$ cat src/rtl/bru_pkg.sv
// Shared types for the branch unit.
// Assumes halfword-wide instruction encodings.
package bru_pkg;
    localparam int HW_W   = 16;
    localparam int FLAG_N = 3;
    localparam int FLAG_Z = 2;
    localparam int FLAG_C = 1;
    localparam int FLAG_V = 0;

    typedef enum logic [2:0] {
        BK_NONE   = 3'd0,
        BK_COND   = 3'd1,
        BK_UNCOND = 3'd2,
        BK_CALL   = 3'd3,
        BK_REG    = 3'd4
    } br_kind_e;
endpackage

$ cat src/rtl/bru_decode.sv
// Classifies a halfword into a branch family and extracts its fields.
// Assumes the caller supplies the halfword after it for call checking.
module bru_decode
    import bru_pkg::*;
(
    input  logic [HW_W-1:0] hw,
    input  logic [HW_W-1:0] nxt,
    output br_kind_e        kind,
    output logic [3:0]      cond_idx,
    output logic [3:0]      reg_idx,
    output logic            link_req,
    output logic            tail_ok,
    output logic [7:0]      imm8,
    output logic [10:0]     imm11,
    output logic [10:0]     tail_imm
);
    logic unused_tail;

    // family selection from the top bits
    always_comb begin
        kind = BK_NONE;
        if (hw[15:12] == 4'hD)           kind = BK_COND;
        else if (hw[15:11] == 5'b11100)  kind = BK_UNCOND;
        else if (hw[15:11] == 5'b11110)  kind = BK_CALL;
        else if (hw[15:8] == 8'h47)      kind = BK_REG;
    end

    // field extraction
    assign cond_idx    = hw[11:8];
    assign reg_idx     = hw[6:3];
    assign link_req    = hw[7];
    assign imm8        = hw[7:0];
    assign imm11       = hw[10:0];
    assign tail_ok     = &nxt[15:13];
    assign tail_imm    = nxt[10:0];
    assign unused_tail = ^{hw[2:0], nxt[12:11]};
endmodule

$ cat src/rtl/bru_cond.sv
// Evaluates a 4-bit condition index against the flags.
// Indices 14 and 15 are reported as bad codes.
module bru_cond
    import bru_pkg::*;
(
    input  logic [3:0] idx,
    input  logic [3:0] flags,
    output logic       pass,
    output logic       bad_code
);
    logic n, z, c, v;
    logic [15:0] tests;

    assign n = flags[FLAG_N];
    assign z = flags[FLAG_Z];
    assign c = flags[FLAG_C];
    assign v = flags[FLAG_V];

    // simple flag tests come in true/false pairs
    genvar g;
    generate
        for (g = 0; g < 4; g++) begin : g_pair
            logic f;
            assign f = (g == 0) ? z : (g == 1) ? c : (g == 2) ? n : v;
            assign tests[2*g]     = f;
            assign tests[2*g + 1] = ~f;
        end
    endgenerate

    // compound tests
    always_comb begin
        tests[8]  = c & ~z;
        tests[9]  = ~c | z;
        tests[10] = (n == v);
        tests[11] = (n != v);
        tests[12] = ~z & (n == v);
        tests[13] = z | (n != v);
        tests[14] = 1'b0;
        tests[15] = 1'b0;
    end

    assign pass     = tests[idx];
    assign bad_code = (idx == 4'hE) || (idx == 4'hF);
endmodule

$ cat src/rtl/bru_target.sv
// Computes branch destination and link value for each family.
// Assumes PC_W >= 23 so the call offset fits.
module bru_target
    import bru_pkg::*;
#(
    parameter int PC_W = 32
) (
    input  br_kind_e        kind,
    input  logic [7:0]      imm8,
    input  logic [10:0]     imm11,
    input  logic [10:0]     tail_imm,
    input  logic [PC_W-1:0] pc,
    input  logic [PC_W-1:0] rs,
    output logic [PC_W-1:0] dest,
    output logic [PC_W-1:0] link
);
    localparam int PAD8  = PC_W - 9;
    localparam int PAD11 = PC_W - 12;
    localparam int PADHI = PC_W - 23;

    logic [PC_W-1:0] off_cond, off_short, off_hi, off_lo;

    // offsets scaled to byte addresses
    assign off_cond  = {{PAD8{imm8[7]}}, imm8, 1'b0};
    assign off_short = {{PAD11{imm11[10]}}, imm11, 1'b0};
    assign off_hi    = {{PADHI{imm11[10]}}, imm11, 12'b0};
    assign off_lo    = {{PAD11{1'b0}}, tail_imm, 1'b0};

    // destination per family
    always_comb begin
        unique case (kind)
            BK_COND:   dest = pc + off_cond;
            BK_UNCOND: dest = pc + off_short;
            BK_CALL:   dest = pc + off_hi + off_lo;
            BK_REG:    dest = {rs[PC_W-1:1], 1'b0};
            default:   dest = '0;
        endcase
    end

    // return address with the mode bit set
    always_comb begin
        if (kind == BK_REG) link = (pc - PC_W'(2)) | PC_W'(1);
        else                link = pc | PC_W'(1);
    end
endmodule

$ cat src/rtl/bru_unit.sv
// Branch condition and target unit, top level.
// Purely combinational; pc_cur is 4 bytes past instr_hw.
module bru_unit
    import bru_pkg::*;
#(
    parameter int PC_W = 32
) (
    input  logic [15:0]     instr_hw,
    input  logic [15:0]     follow_hw,
    input  logic [PC_W-1:0] pc_cur,
    input  logic [3:0]      flags_nzcv,
    input  logic [PC_W-1:0] src_val,
    output logic [3:0]      src_idx,
    output logic            taken,
    output logic [PC_W-1:0] target,
    output logic            link_we,
    output logic [PC_W-1:0] link_val,
    output logic            exc_return,
    output logic            illegal
);
    localparam logic [3:0] EXC_CODE = 4'b1001;

    br_kind_e    kind;
    logic [3:0]  cond_idx;
    logic        link_req, tail_ok, cond_pass, cond_bad;
    logic [7:0]  imm8;
    logic [10:0] imm11, tail_imm;
    logic        exc_pat, exc_ok;

    bru_decode u_dec (
        .hw(instr_hw), .nxt(follow_hw), .kind(kind), .cond_idx(cond_idx),
        .reg_idx(src_idx), .link_req(link_req), .tail_ok(tail_ok),
        .imm8(imm8), .imm11(imm11), .tail_imm(tail_imm)
    );

    bru_cond u_cond (
        .idx(cond_idx), .flags(flags_nzcv), .pass(cond_pass), .bad_code(cond_bad)
    );

    bru_target #(.PC_W(PC_W)) u_tgt (
        .kind(kind), .imm8(imm8), .imm11(imm11), .tail_imm(tail_imm),
        .pc(pc_cur), .rs(src_val), .dest(target), .link(link_val)
    );

    // exception-return pattern on the register value
    assign exc_pat = &src_val[PC_W-1:4];
    assign exc_ok  = (src_val[3:0] == EXC_CODE);

    // final resolution of taken, link, illegal
    always_comb begin
        taken      = 1'b0;
        link_we    = 1'b0;
        illegal    = 1'b0;
        exc_return = 1'b0;
        unique case (kind)
            BK_COND: begin
                illegal = cond_bad;
                taken   = cond_pass & ~cond_bad;
            end
            BK_UNCOND: taken = 1'b1;
            BK_CALL: begin
                illegal = ~tail_ok;
                taken   = tail_ok;
                link_we = tail_ok;
            end
            BK_REG: begin
                illegal    = exc_pat & ~exc_ok;
                taken      = ~illegal;
                link_we    = link_req & ~illegal;
                exc_return = exc_pat & exc_ok;
            end
            default: ;
        endcase
    end
endmodule

$ cat config.mk
export PLATFORM = sky130hd
export DESIGN_NAME = bru_unit
export DESIGN_NICKNAME = d
export VERILOG_FILES = /design/src/rtl/bru_pkg.sv /design/src/rtl/bru_decode.sv /design/src/rtl/bru_cond.sv /design/src/rtl/bru_target.sv /design/src/rtl/bru_unit.sv
export SDC_FILE = /design/constraint.sdc
export NUM_CORES = 1
export LEC_CHECK = 0
export ABC_AREA = 1
export BUFFER_PORTS_ARGS = -buffer_cell sky130_fd_sc_hd__buf_2
export CAP_MARGIN = 20
export CORE_UTILIZATION = 40
export DETAILED_ROUTE_END_ITERATION = 6
export PLACE_DENSITY_LB_ADDON = 0.3
export SETUP_SLACK_MARGIN = 0.1
export SLEW_MARGIN = 10
export SYNTH_ARGS = -nofsm -noshare
export SYNTH_HDL_FRONTEND = slang
export SYNTH_SLANG_ARGS = --single-unit
$ cat constraint.sdc
create_clock -name vclk -period 9.8
set_input_delay 1.96 -clock vclk [all_inputs]
set_output_delay 1.96 -clock vclk [all_outputs]
set_load 0.01 [all_outputs]
---- Word level (Yosys, flattened, before mapping) ----
Cells that the tools add are included.
operators by class
  eq/ne operators ......................... 13
  mux-type cells .......................... 12
  bitwise operators ....................... 16
  $add $sub $neg .......................... 5
  order comparisons ....................... 1
  reduce and logical (&&, ||, !) cells .... 3
operators with widths
  kind                   count
  $pmux 32 s4            1
  $add 32x32->32         3
  $add 32x12->32         1
  $mux 32                1
  $sub 32x2->32 const B  1
  $reduce_and 28->1      1
  $eq 4x4->1 const B     4
  $mux 3                 4
  $eq 5x5->1 const B     2
  $eq 8x7->1 const B     1
  $not 1->1              8
  $and 1x1->1            6
  $eq 3x2->1 const B     2
  $lt 4x5->1 const B     1
  $bmux 1 s4             1
  $pmux 1 s4             1
  $eq 3x1->1 const B     1
  $eq 3x3->1 const B     1
  $pmux 1 s3             1
  $reduce_and 3->1       1
  $mux 1                 2
  $or 1x1->1             2
  $pmux 1 s2             1
  $eq 1x1->1             1
  2 further kinds        2
storage, ports and cells
  bits in registers ....................... 0
  word-level logic and storage cells ...... 50
  input bits .............................. 100

---- Depth between registers and ports, before layout ----
  depth in word-level cells ............... 7
  depth in mapped cells ................... 18

---- By module ----
Synthesis repeated with hierarchy kept, for this count alone.
second synthesis, totals
  cells, all modules ...................... 1,388
  area, all modules ....................... 6,824.0 um2
modules (own cells, without submodules)
  module      times used  area an instance (um2)  cells an instance
  bru_target  1           6,018.3                 1,237
  bru_decode  1           372.9                   57
  bru_unit    1           272.8                   60
  bru_cond    1           160.2                   34

---- Least setup slack after synthesis ----
OpenSTA, ideal clock, no wires.
  path kind ............................... input to output
  start point ............................. input port instr_hw[14]
  end point ............................... output port target[29]
  cell stages on the path ................. 16
  slack ................................... 3.695 ns
  arrival ................................. 4.145 ns
  data required time ...................... 7.840 ns
  path through ............................ inv_1 > nor3_2 > nand2_1 > nand2_1 > nand2_1 > inv_1 > ha_1 > nand2_1 > inv_1 > a21oi_1 > nand3_1 > nand3_1 > nand2_1 > nand2_1 > nand3_1 > nand3_1
on the way
  word-level cells in the longest chain between the ends .. 7
RTL lines
  what                                      line              RTL
  start, declared                           bru_unit.sv:8     input logic [15:0] instr_hw,
  $eq 8x7->1                                bru_decode.sv:25  else if (hw[15:8] == 8'h47) kind = BK_REG;
  $mux 3                                    bru_decode.sv:25
  $mux 3                                    bru_decode.sv:24  else if (hw[15:11] == 5'b11110) kind = BK_CALL;
  $mux 3                                    bru_decode.sv:23  else if (hw[15:11] == 5'b11100) kind = BK_UNCOND;
  $mux 3 *                                  bru_decode.sv:22  if (hw[15:12] == 4'hD) kind = BK_COND;
  $eq 3x3->1, or another cell as far along  bru_target.sv:31  unique case (kind)
  $pmux 32 s4 *                             bru_target.sv:31
  end, declared                             bru_unit.sv:15    output logic [PC_W-1:0] target,
Mark *: on every way between the ends. The rest lies on a longest branch, timed or not.

---- Worst setup path in the final report ----
  start point ............................. input port instr_hw[15]
  end point ............................... output port target[17]
Same word-level chain as after synthesis.

==> impl_metrics.py <==
metrics = {
    "worst_setup_path": {
        "cpMostUsedCell": "nand2_1",
        "worst_path_largest_cell_delay_ns": 0.58,
        "cp_max_fo": 23,
        "path_cells": "buf_2 > nand2_1 > nor3_2 > nand2_1 > nand2_1 > nand2_1 > inv_1 > ha_1 > nand2_1 > inv_1 > a21oi_1 > nand3_1 > nand2_1 > nand3b_1 > nand3_1 > nand3_1 > buf_2",
        "crit_slowest_cell": "inv_1",
        "path_class": "input pin to output port",
        "startpoint_type": "input pin",
        "worstPathArrival_ns": 5.18,
        "required_ns": 7.84,
        "worstSetupEndpointType": "output port",
    },
    "global_routing": {
        "grt.total_usage_pct": 32.32,
        "grt_pass1_vias": 7784,
        "grt_antenna_before_repair": 1,
        "grt_max_degree": 44,
        "grt_overflow": 0,
        "grt_pass1_wl_mm": 41.17,
    },
    "die": {
        "dieArea_um2": 16670,
        "floorplan.initialDensity_pct": 40.83,
        "fp.dieH_um": 129.1,
        "io_pins": 172,
        "core_area_um2": 15830,
        "die_width_um": 129.1,
        "std_cell_rows": 46,
    },
    "detailed_routing": {
        "drc": 0,
        "via_per_inst": 5.161,
        "ant_nets": 0,
        "vias": 8882,
        "drt_iter0_markers": 756,
        "wl_mm": 27.44,
        "wire_per_inst_um": 15.94,
        "drtPass1Iterations": 5,
    },
    "sta": {
        "whs_ns": 4.204,
        "setup_ws_ns": 2.665,
        "setup_viol": 0,
        "worst_slew_pin_slew_ns": 0.8159,
        "finalHoldViolCount": 0,
        "min_period_over_period_pct": 72.81,
        "period_minus_slack_ns": 7.135,
        "tns_ns": 0,
        "rsz0062_at_grt": "no",
        "relSlewSlack_pct": 45.60,
        "max_freq_mhz": 140.1,
        "maxSlewViolCount": 0,
    },
    "clocking": {
        "post_cts_buffers": 0,
        "postCtsHoldBufs": 0,
        "ctsResizeCount": 0,
    },
    "pwr": {
        "powerDensity_nw_per_um2": 50.20,
        "power_switching_mw": 0.2509,
        "peakVddDrop_mv": 0.01993,
        "p_leak_nw": 4.598,
        "seq_power_share_pct": 0,
        "p_int_mw": 0.1247,
        "combPwrFrac_pct": 100.0,
        "swShare_pct": 66.80,
        "clkPwrFrac_pct": 0,
    },
    "final_layout": {
        "ff_latch_area_um2": 0,
        "drive_above_1_share_pct": 12.23,
        "num-nets-final": 1674,
        "seq_cells": 0,
        "fin_cells": 1721,
        "n_antenna_cell": 0,
        "area_growth_pct": 15.78,
        "nClkBuffers": 0,
    },
    "synth": {
        "synth-compound-area-share_pct": 8.751,
        "synth_xor_area_share_pct": 5.015,
        "post_synth_num_cell_types": 40,
        "synthTopCellsByArea": "nand2_1 (32%), inv_1 (14%), ha_1 (13%), nand3_1 (10%), nor2_1 (8.1%)",
        "syn-instance-count": 1352,
        "muxShareOfSynthArea_pct": 0,
        "synth-simple-area-share_pct": 57.60,
        "synth_area_per_cell_um2": 4.780,
        "yosys.area.top_type": "nand2_1",
        "yosysWarnings": 0,
        "syn_nets": 1519,
        "synth_fa_ha_area_share_pct": 13.20,
        "synth_top_family_by_area": "simple AND/OR/NAND/NOR gates",
        "synth_top_area_share_pct": 31.71,
        "synth_area_um2": 6462,
        "ys_seq_area_share_pct": 0,
    },
    "placed_design": {
        "dpl_worst_slack_ns": 2.747,
        "gp_congestion": 0.9836,
        "dpl.cell_count": 1721,
        "dp_hpwl_mm": 23.46,
        "portBuffers": 169,
    },
    "hold_path": {
        "min_path_type": "input pin to output port",
    },
    "run": {
        "drv_cap": 0,
    },
    "outcome": {
        "status": "complete, no violations",
    },
}
==> power groups by stage <==
stage / clock, mW / combinational, mW / sequential (mW)
floorplan: 0 / 0.243 / 0
global placement: 0 / 0.365 / 0
detailed placement: 0 / 0.368 / 0
CTS: 0 / 0.369 / 0
global route: 0 / 0.420 / 0
finish: 0 / 0.376 / 0
==> critical path, delay by kind of cell <==
kind,cells,cell delay (ns)
simple gates,11,1.57
buf+inv,4,0.93
fa+ha+maj,1,0.42
compound gates,1,0.28
==> cells in the final DEF (no fill, tap or decap), types with 19 or more instances in the layout <==
cell     instances
a21oi_1         56
buf_2          169
ha_1            65
inv_1          235
nand2_1        546
nand3_1        134
nand4_1         20
nor2_1         139
o21ai_0         29
xnor2_1         19
==> final timing paths <==
| path | from | endpoint | depth (start not counted) |
|---|---|---|---|
| worst max-delay path | instr_hw[15] | target[17] | 17 |
| worst min-delay path | instr_hw[3] | src_idx[0] | 2 |
==> routing by layer <==
layer | track usage (%) | routed length, um | part of all wire [%]
met1 | 42.66 | 11970 | 44
met3 | 3.633 | 2632 | 9.6
met4 | 13.63 | 1307 | 4.8
met2 | 53.16 | 11510 | 42
met5 | 0 | 16 | 0.058
==> metrics by stage <==
stage                     util [%]  instance area (um2)  total power, mW
after floorplan                  -                 6462           0.2434
after global placement       47.27                 7482           0.3648
after detailed placement     47.27                 7482           0.3678
after CTS                    47.27                 7482           0.3694
after global routing         47.27                 7482           0.4203
final                        47.27                 7482           0.3756
==> cell type report <==
cell class | instances | area (um2)
Fill cell | 1818 | 8346
Inverter | 239 | 897.1
Tap cell | 216 | 270.3
Timing Repair Buffer | 169 | 845.8
Multi-Input combinational cell | 1097 | 5469
==> cells by family (layout without fill, tap and decap cells) <==
logic type,count (synthesis),count (layout)
AND/OR/NAND/NOR,887,887
buffers and inverters,255,408
AO/OA/AOI/OAI,105,105
adder cells (fa/ha/maj),67,67
XOR/XNOR,37,37
other,1,1
==> synth_stat cells, types with 2 or more instances <==
| cell | number |
|---|---|
| nand2_1 | 546 |
| inv_1 | 235 |
| nor2_1 | 139 |
| nand3_1 | 134 |
| ha_1 | 65 |
| a21oi_1 | 56 |
| o21ai_0 | 29 |
| nand4_1 | 20 |
| xnor2_1 | 19 |
| xor2_1 | 18 |
| nor3_1 | 13 |
| nand3b_1 | 11 |
| buf_2 | 8 |
| buf_4 | 7 |
| o21bai_1 | 6 |
| nor4_1 | 5 |
| o21ai_1 | 5 |
| inv_2 | 3 |
| o211ai_1 | 3 |
| o221ai_1 | 3 |
| or2_2 | 3 |
| and2_1 | 2 |
| fa_1 | 2 |
| nor3_2 | 2 |
| nor3_4 | 2 |
| or2_0 | 2 |
Note: power is estimated with default switching activity, not from simulation.
